==> config.mk <==
export PLATFORM = sky130hd
export DESIGN_NAME = dl_tap
export DESIGN_NICKNAME = d
export VERILOG_FILES = /design/src/rtl/dl_tap_pkg.sv /design/src/rtl/dl_slot_gate.sv /design/src/rtl/dl_packer.sv /design/src/rtl/dl_rx_buf.sv /design/src/rtl/dl_tap.sv
export SDC_FILE = /design/constraint.sdc
export NUM_CORES = 1
export LEC_CHECK = 0
export BUFFER_PORTS_ARGS = -buffer_cell sky130_fd_sc_hd__buf_2
export CAP_MARGIN = 20
export CELL_PAD_IN_SITES_DETAIL_PLACEMENT = 0
export CELL_PAD_IN_SITES_GLOBAL_PLACEMENT = 2
export CORE_AREA = 4 4 217 219
export CTS_CLUSTER_SIZE = 20
export DETAILED_ROUTE_END_ITERATION = 10
export DIE_AREA = 0 0 221 223
export GPL_ROUTABILITY_DRIVEN = 0
export HOLD_SLACK_MARGIN = 0.12
export PLACE_DENSITY = 0.86
export SYNTH_ARGS = -nofsm -noshare
export SYNTH_HDL_FRONTEND = slang
export SYNTH_SLANG_ARGS = --single-unit
==> constraint.sdc <==
create_clock -name clk_i -period 4 [get_ports clk_i]
set_clock_uncertainty 0.2 [all_clocks]
set_input_delay 0.6 -clock clk_i [delete_from_list [all_inputs] [get_ports clk_i]]
set_output_delay 0.6 -clock clk_i [all_outputs]
set_load 0.01 [all_outputs]
==> src/rtl/dl_tap_pkg.sv <==
package dl_tap_pkg;
  typedef enum logic [1:0] {
    FSEL_ALL  = 2'b00,
    FSEL_EVEN = 2'b01,
    FSEL_ODD  = 2'b10,
    FSEL_NONE = 2'b11
  } fsel_e;
endpackage

==> src/rtl/dl_slot_gate.sv <==
module dl_slot_gate import dl_tap_pkg::*; #(
  parameter int unsigned SLOT_W = 5,
  parameter int unsigned BYTE_W = 8,
  localparam int unsigned POS_W = $clog2(BYTE_W)
) (
  input  logic              clk_i,
  input  logic              rst_ni,
  input  logic              e1_mode_i,
  input  logic              bit_vld_i,
  input  logic              fbit_i,
  input  logic [SLOT_W-1:0] slot_i,
  input  logic [POS_W-1:0]  bitpos_i,
  input  logic              frm_start_i,
  input  logic              mf_start_i,
  input  logic [SLOT_W-1:0] cfg_slot_i,
  input  logic [1:0]        cfg_fsel_i,
  input  logic              cfg_unch_i,
  input  logic [BYTE_W-1:0] cfg_mask_i,
  output logic              cap_o
);
  logic              par_q, par_cur;
  logic              fs_ok, slot_ok, m_ok, t1_fbit;
  logic [BYTE_W-1:0] mask_rev;

  // position 0 travels first and maps to the mask MSB
  for (genvar i = 0; i < BYTE_W; i++) begin : g_rev
    assign mask_rev[i] = cfg_mask_i[BYTE_W-1-i];
  end

  always_comb begin
    if (mf_start_i)       par_cur = 1'b0;
    else if (frm_start_i) par_cur = ~par_q;
    else                  par_cur = par_q;
  end

  always_ff @(posedge clk_i or negedge rst_ni) begin
    if (!rst_ni)        par_q <= 1'b0;
    else if (bit_vld_i) par_q <= par_cur;
  end

  always_comb begin
    unique case (fsel_e'(cfg_fsel_i))
      FSEL_ALL:  fs_ok = 1'b1;
      FSEL_EVEN: fs_ok = ~par_cur;
      FSEL_ODD:  fs_ok = par_cur;
      default:   fs_ok = 1'b0;
    endcase
  end

  assign t1_fbit = ~e1_mode_i & fbit_i;

  always_comb begin
    if (cfg_unch_i)     slot_ok = 1'b1;
    else if (e1_mode_i) slot_ok = (slot_i == cfg_slot_i);
    else if (fbit_i)    slot_ok = (cfg_slot_i == '0);
    else                slot_ok = (slot_i == cfg_slot_i) && (cfg_slot_i != '0);
  end

  assign m_ok  = t1_fbit ? mask_rev[0] : mask_rev[bitpos_i];
  assign cap_o = bit_vld_i & fs_ok & slot_ok & m_ok;

  AST_MF_EVEN: assert property (@(posedge clk_i) disable iff (!rst_ni)
    bit_vld_i && mf_start_i && (cfg_fsel_i == 2'b10) |-> !cap_o);
endmodule

==> src/rtl/dl_packer.sv <==
module dl_packer #(
  parameter int unsigned BYTE_W = 8,
  localparam int unsigned CNT_W = $clog2(BYTE_W)
) (
  input  logic              clk_i,
  input  logic              rst_ni,
  input  logic              cap_i,
  input  logic              bit_i,
  output logic              wr_o,
  output logic [BYTE_W-1:0] wr_data_o
);
  logic [BYTE_W-2:0] sh_q;
  logic [CNT_W-1:0]  cnt_q;

  assign wr_o      = cap_i && (cnt_q == CNT_W'(BYTE_W-1));
  assign wr_data_o = {sh_q, bit_i};

  always_ff @(posedge clk_i or negedge rst_ni) begin
    if (!rst_ni) begin
      sh_q  <= '0;
      cnt_q <= '0;
    end else if (cap_i) begin
      sh_q  <= {sh_q[BYTE_W-3:0], bit_i};
      cnt_q <= wr_o ? '0 : cnt_q + 1'b1;
    end
  end

  AST_PACK_HOLD: assert property (@(posedge clk_i) disable iff (!rst_ni)
    !cap_i |=> $stable(cnt_q));
endmodule

==> src/rtl/dl_rx_buf.sv <==
module dl_rx_buf #(
  parameter int unsigned DEPTH  = 64,
  parameter int unsigned BYTE_W = 8,
  localparam int unsigned AW = $clog2(DEPTH),
  localparam int unsigned CW = AW + 1
) (
  input  logic              clk_i,
  input  logic              rst_ni,
  input  logic              wr_i,
  input  logic [BYTE_W-1:0] wr_data_i,
  input  logic              rd_i,
  input  logic              circ_i,
  input  logic [CW-1:0]     len_i,
  output logic [BYTE_W-1:0] rd_data_o,
  output logic [CW-1:0]     level_o,
  output logic              ovf_o
);
  logic [BYTE_W-1:0] mem_q [DEPTH];
  logic [AW-1:0]     wp_q, rp_q;
  logic [CW-1:0]     level_q, eff_len, depth;
  logic              ovf_q, full, rd_ok, stored, drop_old;

  function automatic logic [AW-1:0] nxt(input logic [AW-1:0] p, input logic [CW-1:0] d);
    return ({1'b0, p} == d - 1'b1) ? '0 : p + 1'b1;
  endfunction

  assign eff_len  = (len_i == '0 || len_i > CW'(DEPTH)) ? CW'(DEPTH) : len_i;
  assign depth    = circ_i ? eff_len : CW'(DEPTH);
  assign full     = level_q >= depth;
  assign rd_ok    = rd_i && (level_q != '0);
  assign stored   = wr_i && (!full || circ_i);
  assign drop_old = wr_i && full && circ_i && !rd_ok;

  always_ff @(posedge clk_i) begin
    if (stored) mem_q[wp_q] <= wr_data_i;
  end

  always_ff @(posedge clk_i or negedge rst_ni) begin
    if (!rst_ni) begin
      wp_q    <= '0;
      rp_q    <= '0;
      level_q <= '0;
      ovf_q   <= 1'b0;
    end else begin
      if (stored)            wp_q <= nxt(wp_q, depth);
      if (rd_ok || drop_old) rp_q <= nxt(rp_q, depth);
      level_q <= level_q + CW'(stored) - CW'(rd_ok) - CW'(drop_old);
      if (wr_i && full && !circ_i) ovf_q <= 1'b1;
    end
  end

  assign rd_data_o = mem_q[rp_q];
  assign level_o   = level_q;
  assign ovf_o     = ovf_q;

  AST_LEVEL_BOUND: assert property (@(posedge clk_i) disable iff (!rst_ni)
    level_q <= CW'(DEPTH));
  AST_OVF_STICKY: assert property (@(posedge clk_i) disable iff (!rst_ni)
    ovf_q |=> ovf_q);
  AST_NO_OVERFLOW: assert property (@(posedge clk_i) disable iff (!rst_ni)
    wr_i && full && !circ_i && !rd_ok |=> $stable(level_q) && ovf_q);
  AST_EMPTY_RD: assert property (@(posedge clk_i) disable iff (!rst_ni)
    rd_i && (level_q == '0) && !wr_i |=> level_q == '0);
  AST_CIRC_HOLD: assert property (@(posedge clk_i) disable iff (!rst_ni)
    circ_i && $stable(len_i) && wr_i && full |=> $stable(level_q));
endmodule

==> src/rtl/dl_tap.sv <==
module dl_tap import dl_tap_pkg::*; #(
  parameter int unsigned BUF_DEPTH = 64,
  parameter int unsigned BYTE_W    = 8,
  parameter int unsigned SLOT_W    = 5,
  localparam int unsigned POS_W = $clog2(BYTE_W),
  localparam int unsigned LVL_W = $clog2(BUF_DEPTH) + 1
) (
  input  logic              clk_i,
  input  logic              rst_ni,
  input  logic              e1_mode_i,
  input  logic              bit_vld_i,
  input  logic              bit_i,
  input  logic              fbit_i,
  input  logic [SLOT_W-1:0] slot_i,
  input  logic [POS_W-1:0]  bitpos_i,
  input  logic              frm_start_i,
  input  logic              mf_start_i,
  input  logic [SLOT_W-1:0] cfg_slot_i,
  input  logic [1:0]        cfg_fsel_i,
  input  logic              cfg_unch_i,
  input  logic [BYTE_W-1:0] cfg_mask_i,
  input  logic              cfg_circ_i,
  input  logic [LVL_W-1:0]  cfg_len_i,
  input  logic              rd_i,
  output logic [BYTE_W-1:0] rd_data_o,
  output logic [LVL_W-1:0]  level_o,
  output logic              ovf_o
);
  logic              cap, wr;
  logic [BYTE_W-1:0] wr_data;

  dl_slot_gate #(.SLOT_W(SLOT_W), .BYTE_W(BYTE_W)) u_gate (
    .clk_i, .rst_ni, .e1_mode_i, .bit_vld_i, .fbit_i, .slot_i, .bitpos_i,
    .frm_start_i, .mf_start_i, .cfg_slot_i, .cfg_fsel_i, .cfg_unch_i,
    .cfg_mask_i, .cap_o(cap)
  );

  dl_packer #(.BYTE_W(BYTE_W)) u_pack (
    .clk_i, .rst_ni, .cap_i(cap), .bit_i, .wr_o(wr), .wr_data_o(wr_data)
  );

  dl_rx_buf #(.DEPTH(BUF_DEPTH), .BYTE_W(BYTE_W)) u_buf (
    .clk_i, .rst_ni, .wr_i(wr), .wr_data_i(wr_data), .rd_i,
    .circ_i(cfg_circ_i), .len_i(cfg_len_i), .rd_data_o, .level_o, .ovf_o
  );

  AST_FSEL_NONE: assert property (@(posedge clk_i) disable iff (!rst_ni)
    (cfg_fsel_i == 2'b11) && !rd_i |=> $stable(level_o));
  AST_IDLE_HOLD: assert property (@(posedge clk_i) disable iff (!rst_ni)
    !bit_vld_i && !rd_i |=> $stable(level_o));
endmodule

**Yosys cells after proc, flatten, opt, wreduce, memory -nomap -nowiden**

Memories as Yosys holds them, arrays and structs flattened.
Cells that the tools add are included.

- Register bits: 31
- Memory bits (writable): 512
- Output and inout port bits: 16
- Memories: 1

- $add $sub $neg: 7
- Magnitude comparators: 3
- Equal/unequal tests: 6
- Multiplexer cells: 16
- Bitwise gates (word level): 7
- Reductions and logical operators: 19

Memory list:

| memory | words | bits a word | read ports | clocked after Yosys merged registers in | write ports | RTL line | text |
|---|---|---|---|---|---|---|---|
| u_buf.mem_q | 64 | 8 | 1 | 0 | 1 | dl_rx_buf.sv:18 | `logic [BYTE_W-1:0] mem_q [DEPTH];` |

Operators by type and width:

| operator | number |
|---|---|
| 6-bit by 7-bit == test with 1-bit output | 2 |
| 7-bit two-way mux | 2 |
| 7-bit by 1-bit subtractor with 7-bit output | 2 |
| 6-bit by 1-bit adder with 6-bit output, second input constant | 2 |
| 6-bit two-way mux | 2 |
| 1-bit two-way mux | 9 |
| 1-bit logical AND | 8 |
| 7-bit by 1-bit adder with 7-bit output | 1 |
| 7-bit >= comparator | 1 |
| 7-bit > comparator, second input constant | 1 |
| 7-bit logical NOT | 1 |
| 7-bit nonzero test | 1 |
| 7-bit by 1-bit subtractor with 7-bit output, second input constant | 1 |
| 5-bit == test | 1 |
| 5-bit logical NOT | 1 |
| 5-bit nonzero test | 1 |
| 1-bit bitwise AND | 4 |
| 3-bit by 4-bit less-than comparator with 1-bit output, second input constant | 1 |
| 3-bit by 1-bit adder with 3-bit output, second input constant | 1 |
| 1-bit binary-select mux with 3-bit select | 1 |
| 3-bit == test, second input constant | 1 |
| 1-bit logical NOT | 3 |
| 1-bit logical OR | 3 |
| 3-bit two-way mux | 1 |
| 5 further kinds | 7 |

**Longest topological paths before layout**

- Depth after elaboration: 13
- Depth in mapped cells: 21

**Modules after synthesis**

Synthesis repeated with hierarchy kept, for this count alone.

- Cell total of the unflattened synthesis: 1,080
- Area, all modules: 22,137.5 µm²

Modules (own cells, without submodules):

| module | times used | cells an instance | area an instance (µm²) | seq. area each (µm²) |
|---|---|---|---|---|
| dl_rx_buf | 1 | 1,026 | 21,449.3 | 15,875.2 |
| dl_packer | 1 | 28 | 447.9 | 250.2 |
| dl_slot_gate | 1 | 26 | 240.2 | 25.0 |

**Worst setup path before layout**

No wires, ideal clock.

- Path type: input -> register
- Start point: in cfg_len_i[3]
- End point: reg u_buf.level_q[5] (netlist: u_buf.level_o[5])
- Data arrival time: 3.913 ns
- Data required time: 3.672 ns
- Slack: -0.241 ns
- Cell stages on the path: 18
- Path buffers: 1
- Cells stage by stage: nor4_1 > a21boi_0 > ha_1 > o2111a_1 > a21oi_1 > o21ai_0 > nor2_8 > inv_2 > buf_6 > ha_1 > ha_1 > inv_1 > ha_1 > inv_1 > fa_1 > o21bai_1 > a21oi_1 > xor2_1

- Word-level cells in the longest chain between the ends: 11
- Elaborated cells on any way between the ends: 15

RTL lines:

| item | RTL line | text |
|---|---|---|
| start: declaration | dl_tap.sv:23 | `input logic [LVL_W-1:0] cfg_len_i,` |
| 7-bit > comparator / 7-bit logical NOT (equally long branches) | dl_rx_buf.sv:27 | `assign eff_len = (len_i == '0 \|\| len_i > CW'(DEPTH)) ? CW'(DEPTH) : len_i;` |
| 1-bit logical OR | dl_rx_buf.sv:27 |  |
| 7-bit two-way mux (*) | dl_rx_buf.sv:27 |  |
| 7-bit two-way mux (*) | dl_rx_buf.sv:28 | `assign depth = circ_i ? eff_len : CW'(DEPTH);` |
| 7-bit >= comparator (*) | dl_rx_buf.sv:29 | `assign full = level_q >= depth;` |
| 1-bit logical NOT | dl_rx_buf.sv:31 | `assign stored = wr_i && (!full \|\| circ_i);` |
| 1-bit logical OR | dl_rx_buf.sv:31 |  |
| 1-bit logical AND | dl_rx_buf.sv:31 |  |
| 7-bit by 1-bit adder with 7-bit output | dl_rx_buf.sv:47 | `level_q <= level_q + CW'(stored) - CW'(rd_ok) - CW'(drop_old);` |
| 7-bit by 1-bit subtractor with 7-bit output | dl_rx_buf.sv:47 |  |
| 7-bit by 1-bit subtractor with 7-bit output (*) | dl_rx_buf.sv:47 |  |
| end signal: assignment | dl_rx_buf.sv:47 |  |
| end: declaration | dl_rx_buf.sv:20 | `logic [CW-1:0] level_q, eff_len, depth;` |

Mark *: on every way between the ends. The rest lies on a longest branch, timed or not.
A chain may end at the register's enable or synchronous reset.

**Worst setup path after layout**

- Start point: reg u_buf.rp_q[0]
- End point: out rd_data_o[3]

- Word-level cells in the longest chain between the ends: 1

RTL lines:

| item | RTL line | text |
|---|---|---|
| start: declaration | dl_rx_buf.sv:19 | `logic [AW-1:0] wp_q, rp_q;` |
| start signal: assignment | dl_rx_buf.sv:46 | `if (rd_ok \|\| drop_old) rp_q <= nxt(rp_q, depth);` |
| memory 64 x 8 bit | n/a |  |
| end: declaration | dl_tap.sv:25 | `output logic [BYTE_W-1:0] rd_data_o,` |

No other way between the ends.

==> impl_results.md <==
* Status: complete, but fails checks
* Failing checks: negative setup slack
* Number of H-tree levels at 2
* Clock root buffer: clkbuf_16
* Worst-Margin Slew at approximately 890 ps
* CP Class: flop to output pin
* Gate Count Post-Synth at 1056
* Cell area power density at between 600 and 700 nW/um^2
* RSZ-0062 raised after global routing: true
* Sequential share of power at 44.3%
* First-pass GRT wire length at 75600 um
* Leak pwr at 0.00877 uW
* Layout cells sized above 1 at between 30% and 40%
* FF-to-FF setup slack at 310 ps
* Max Slew Vio Count at 0
* Cells on worst reg2reg path at 15
* Clock power frac at a little under a third
* Cell taking the most area after synthesis: edfxtp_1
* Setup violators final at 8
* Ports at 57
* # rows at 78
* WP data arrival at approximately 3200 ps
* Most frequent cell after synthesis: edfxtp_1
* Area Overhead vs Synth at 18.4%
* Share of the synthesized area in the top cell type at a little over two thirds
* Number of global-route vias before repair at 11473
* Critical Path Fanout Max at 9
* Hold Vio Cnt, Final at 0
* Prevailing post-synth register cell: edfxtp_1
* WL/cell at 27.4 um
* Hold crit path type: input pin to flop
* Final period util at 101%
* Worst setup SP type: flop
* Placed Cells at approximately 1800
* Overall power at approximately 16000 uW
* Max Root-Sink Buffers at 3
* Worst-path clk slew at around 60 ps
* DP Area at between 20000 and 25000 um^2
* Fmax at 248 MHz
* Max-cap violations at 0
* Minimum clock period at 4040 ps
* Vias at 11170
* Final Cell Area at around 26000 um^2
* Clk Latency, worst-skew pair at 580 ps
* CTS tree: done
* TNS Setup at -225 ps
* Ys async rst share at 5.71%
* Synthesized flop and latch total at 543
* Starting density of the core at about half
* GRT overflow at 0
* Hold Path Depth at 4
* Die Width at 221 um
* Via-to-Cell Ratio at about 6
* Top cells by count, synth: edfxtp_1, mux4_2, nor2_1, dfrtp_1, clkbuf_1
* Critical R2R Capture: u_buf.level_o[5]$_DFF_PN0_
* Die Ht at roughly 220 um
* Reg2reg start: u_gate.par_q$_DFFE_PN0P_
* WHS Endpoint: u_gate.par_q$_DFFE_PN0P_
* Routed wire length at roughly 52000 um
* DRC at 0
* Headroom to the max-slew limit at about two fifths
* Netlist cell types at just under 50
* Hold_sp: mf_start_i
* Gr usage total at 20.6%
* Core Region at ~45000 um^2
* Router iterations before antenna repair at 5
* Syn_area_per_cell at 20.8 um^2
* Largest net degree at the start of global routing at 66
* Syn. warnings at 0
* Post-Layout Cell Count at 1891
* Switching power at 4510 uW
* Drt initial violations at between 1000 and 1500
* HPWL after detailed placement at approximately 30000 um
* Internal power at about 12000 uW
* WP data required at ~3200 ps
* Comb pwr share at approximately 24%
* Fill cells at approximately 3200
* Clk sinks at around 540
* NumNets Final at ~1300
* Post-layout util at between 50 and 60%
* Die ar. at 49300 um^2
* Post-synthesis sequential area ratio at between 70% and 80%
* Worst VDD drop at 0.000452 V
* Initial antenna violation count at 2
* Synth area leaders: edfxtp_1, mux4_2, dfrtp_1
* Port Buf Inserts at between 50 and 60
* Final setup margin at -38.3 ps
* Synthesized net count at around 1100
* Worst setup EP type: output pin
* DRT antenna net count at 0
* Synth Cell Area at around 22000 um^2
* Switching Share at 28.0%
* Num CTS Buffers at 53
* Post-synth EDFFs at around 510
* Ant. Diodes at 0
-- power groups by stage --
stage / sequential [uW] / combinational [uW] / clock [uW]
after floorplan: 7240 / 2190 / 0
after global placement: 7290 / 3520 / 0
after detailed placement: 7310 / 3570 / 0
after CTS: 7160 / 3810 / 5110
after global routing: 7170 / 4180 / 5410
final: 7140 / 3930 / 5050
-- metrics by stage --
step           worst slack, ps  hold WS [ps]
6_report                 -38.3           154
5_1_grt                  -97.8           160
4_1_cts                  -77.4           120
3_5_place_dp              -154           282
3_3_place_gp              -104           268
2_1_floorplan             29.1           104
-- metal layers --
layer	global-route usage (%)	routed length (um)	vias up	share of wire, %
met5	0	26	-	0.050
met4	6.48	1550	4	3.0
met3	4.70	3890	97	7.5
met2	33.5	26200	465	51
met1	28.2	20100	5856	39
li1	-	-	4748	-
-- critical path, cell delays in order, from the launching register on --
cell,delay [ps]
dfrtp_4,480
buf_12,200
buf_16,160
mux4_2,560
mux4_2,550
mux4_2,540
buf_6,150
-- flip-flops by register name, summed over array words and instances, names as in the netlist --
name           flops
u_buf.wp_q         6
u_buf.rp_q         6
u_pack.cnt_q       3
u_buf.mem_q      512
u_buf.ovf_o        1
u_buf.level_o      7
u_pack.sh_q        7
u_gate.par_q       1
-- how the worst max path moves through the flow --
stage	to	start	depth (start not counted)
after floorplan	u_buf.level_o[5]$_DFF_PN0_	cfg_len_i[3]	18
after global placement	u_buf.level_o[5]$_DFF_PN0_	cfg_len_i[3]	18
after detailed placement	u_buf.level_o[5]$_DFF_PN0_	cfg_len_i[3]	18
after CTS	rd_data_o[6]	u_buf.rp_q[0]$_DFFE_PN0P_	6
after global routing	rd_data_o[3]	u_buf.rp_q[0]$_DFFE_PN0P_	6
final	rd_data_o[3]	u_buf.rp_q[0]$_DFFE_PN0P_	6
-- kinds of logic (layout without fill, tap and decap cells) --
kind of cell / Yosys count / after routing / share of synthesized area, %
compound gates: 54 / 54 / 1.56
buf+inv: 78 / 313 / 1.51
simple gates: 153 / 153 / 3.38
flops: 543 / 543 / 73.4
mux: 181 / 181 / 17.9
fa+ha+maj: 23 / 23 / 1.34
xor+xnor: 24 / 24 / 0.955
-- what timing repair did --
item                                   4_1_cts  5_1_grt
resized for setup                           13        6
setup endpoints to repair                    8        8
pin swaps                                    0        0
endpoints found under the hold margin       32        0
cloned                                       3        9
hold buffers                                 3        0
buffers inserted                             4        2
-- layout make-up --
type | instances | area [um^2] | share of cell area (%)
well taps | 600 | 751 | 2.88
clock buffers | 59 | 1350 | 5.17
repair buffers | 196 | 1780 | 6.82
multi-input cells | 435 | 5550 | 21.3
clock inverters | 39 | 407 | 1.56
inverters | 19 | 71.3 | 0.274
flip-flops and latches | 543 | 16200 | 62.0
-- placed cells by master (no fill, tap or decap), types with 11 or more instances in the layout --
master / n
buf_4: 111
xor2_1: 15
nor2_1: 75
edfxtp_1: 512
nand2_1: 24
inv_1: 18
buf_2: 50
mux4_2: 169
clkinv_2: 17
dfrtp_1: 21
clkbuf_16: 62
nand3_1: 11
ha_1: 22
a21oi_1: 12
o21ai_0: 17
Power figures use the tool's default switching activity.
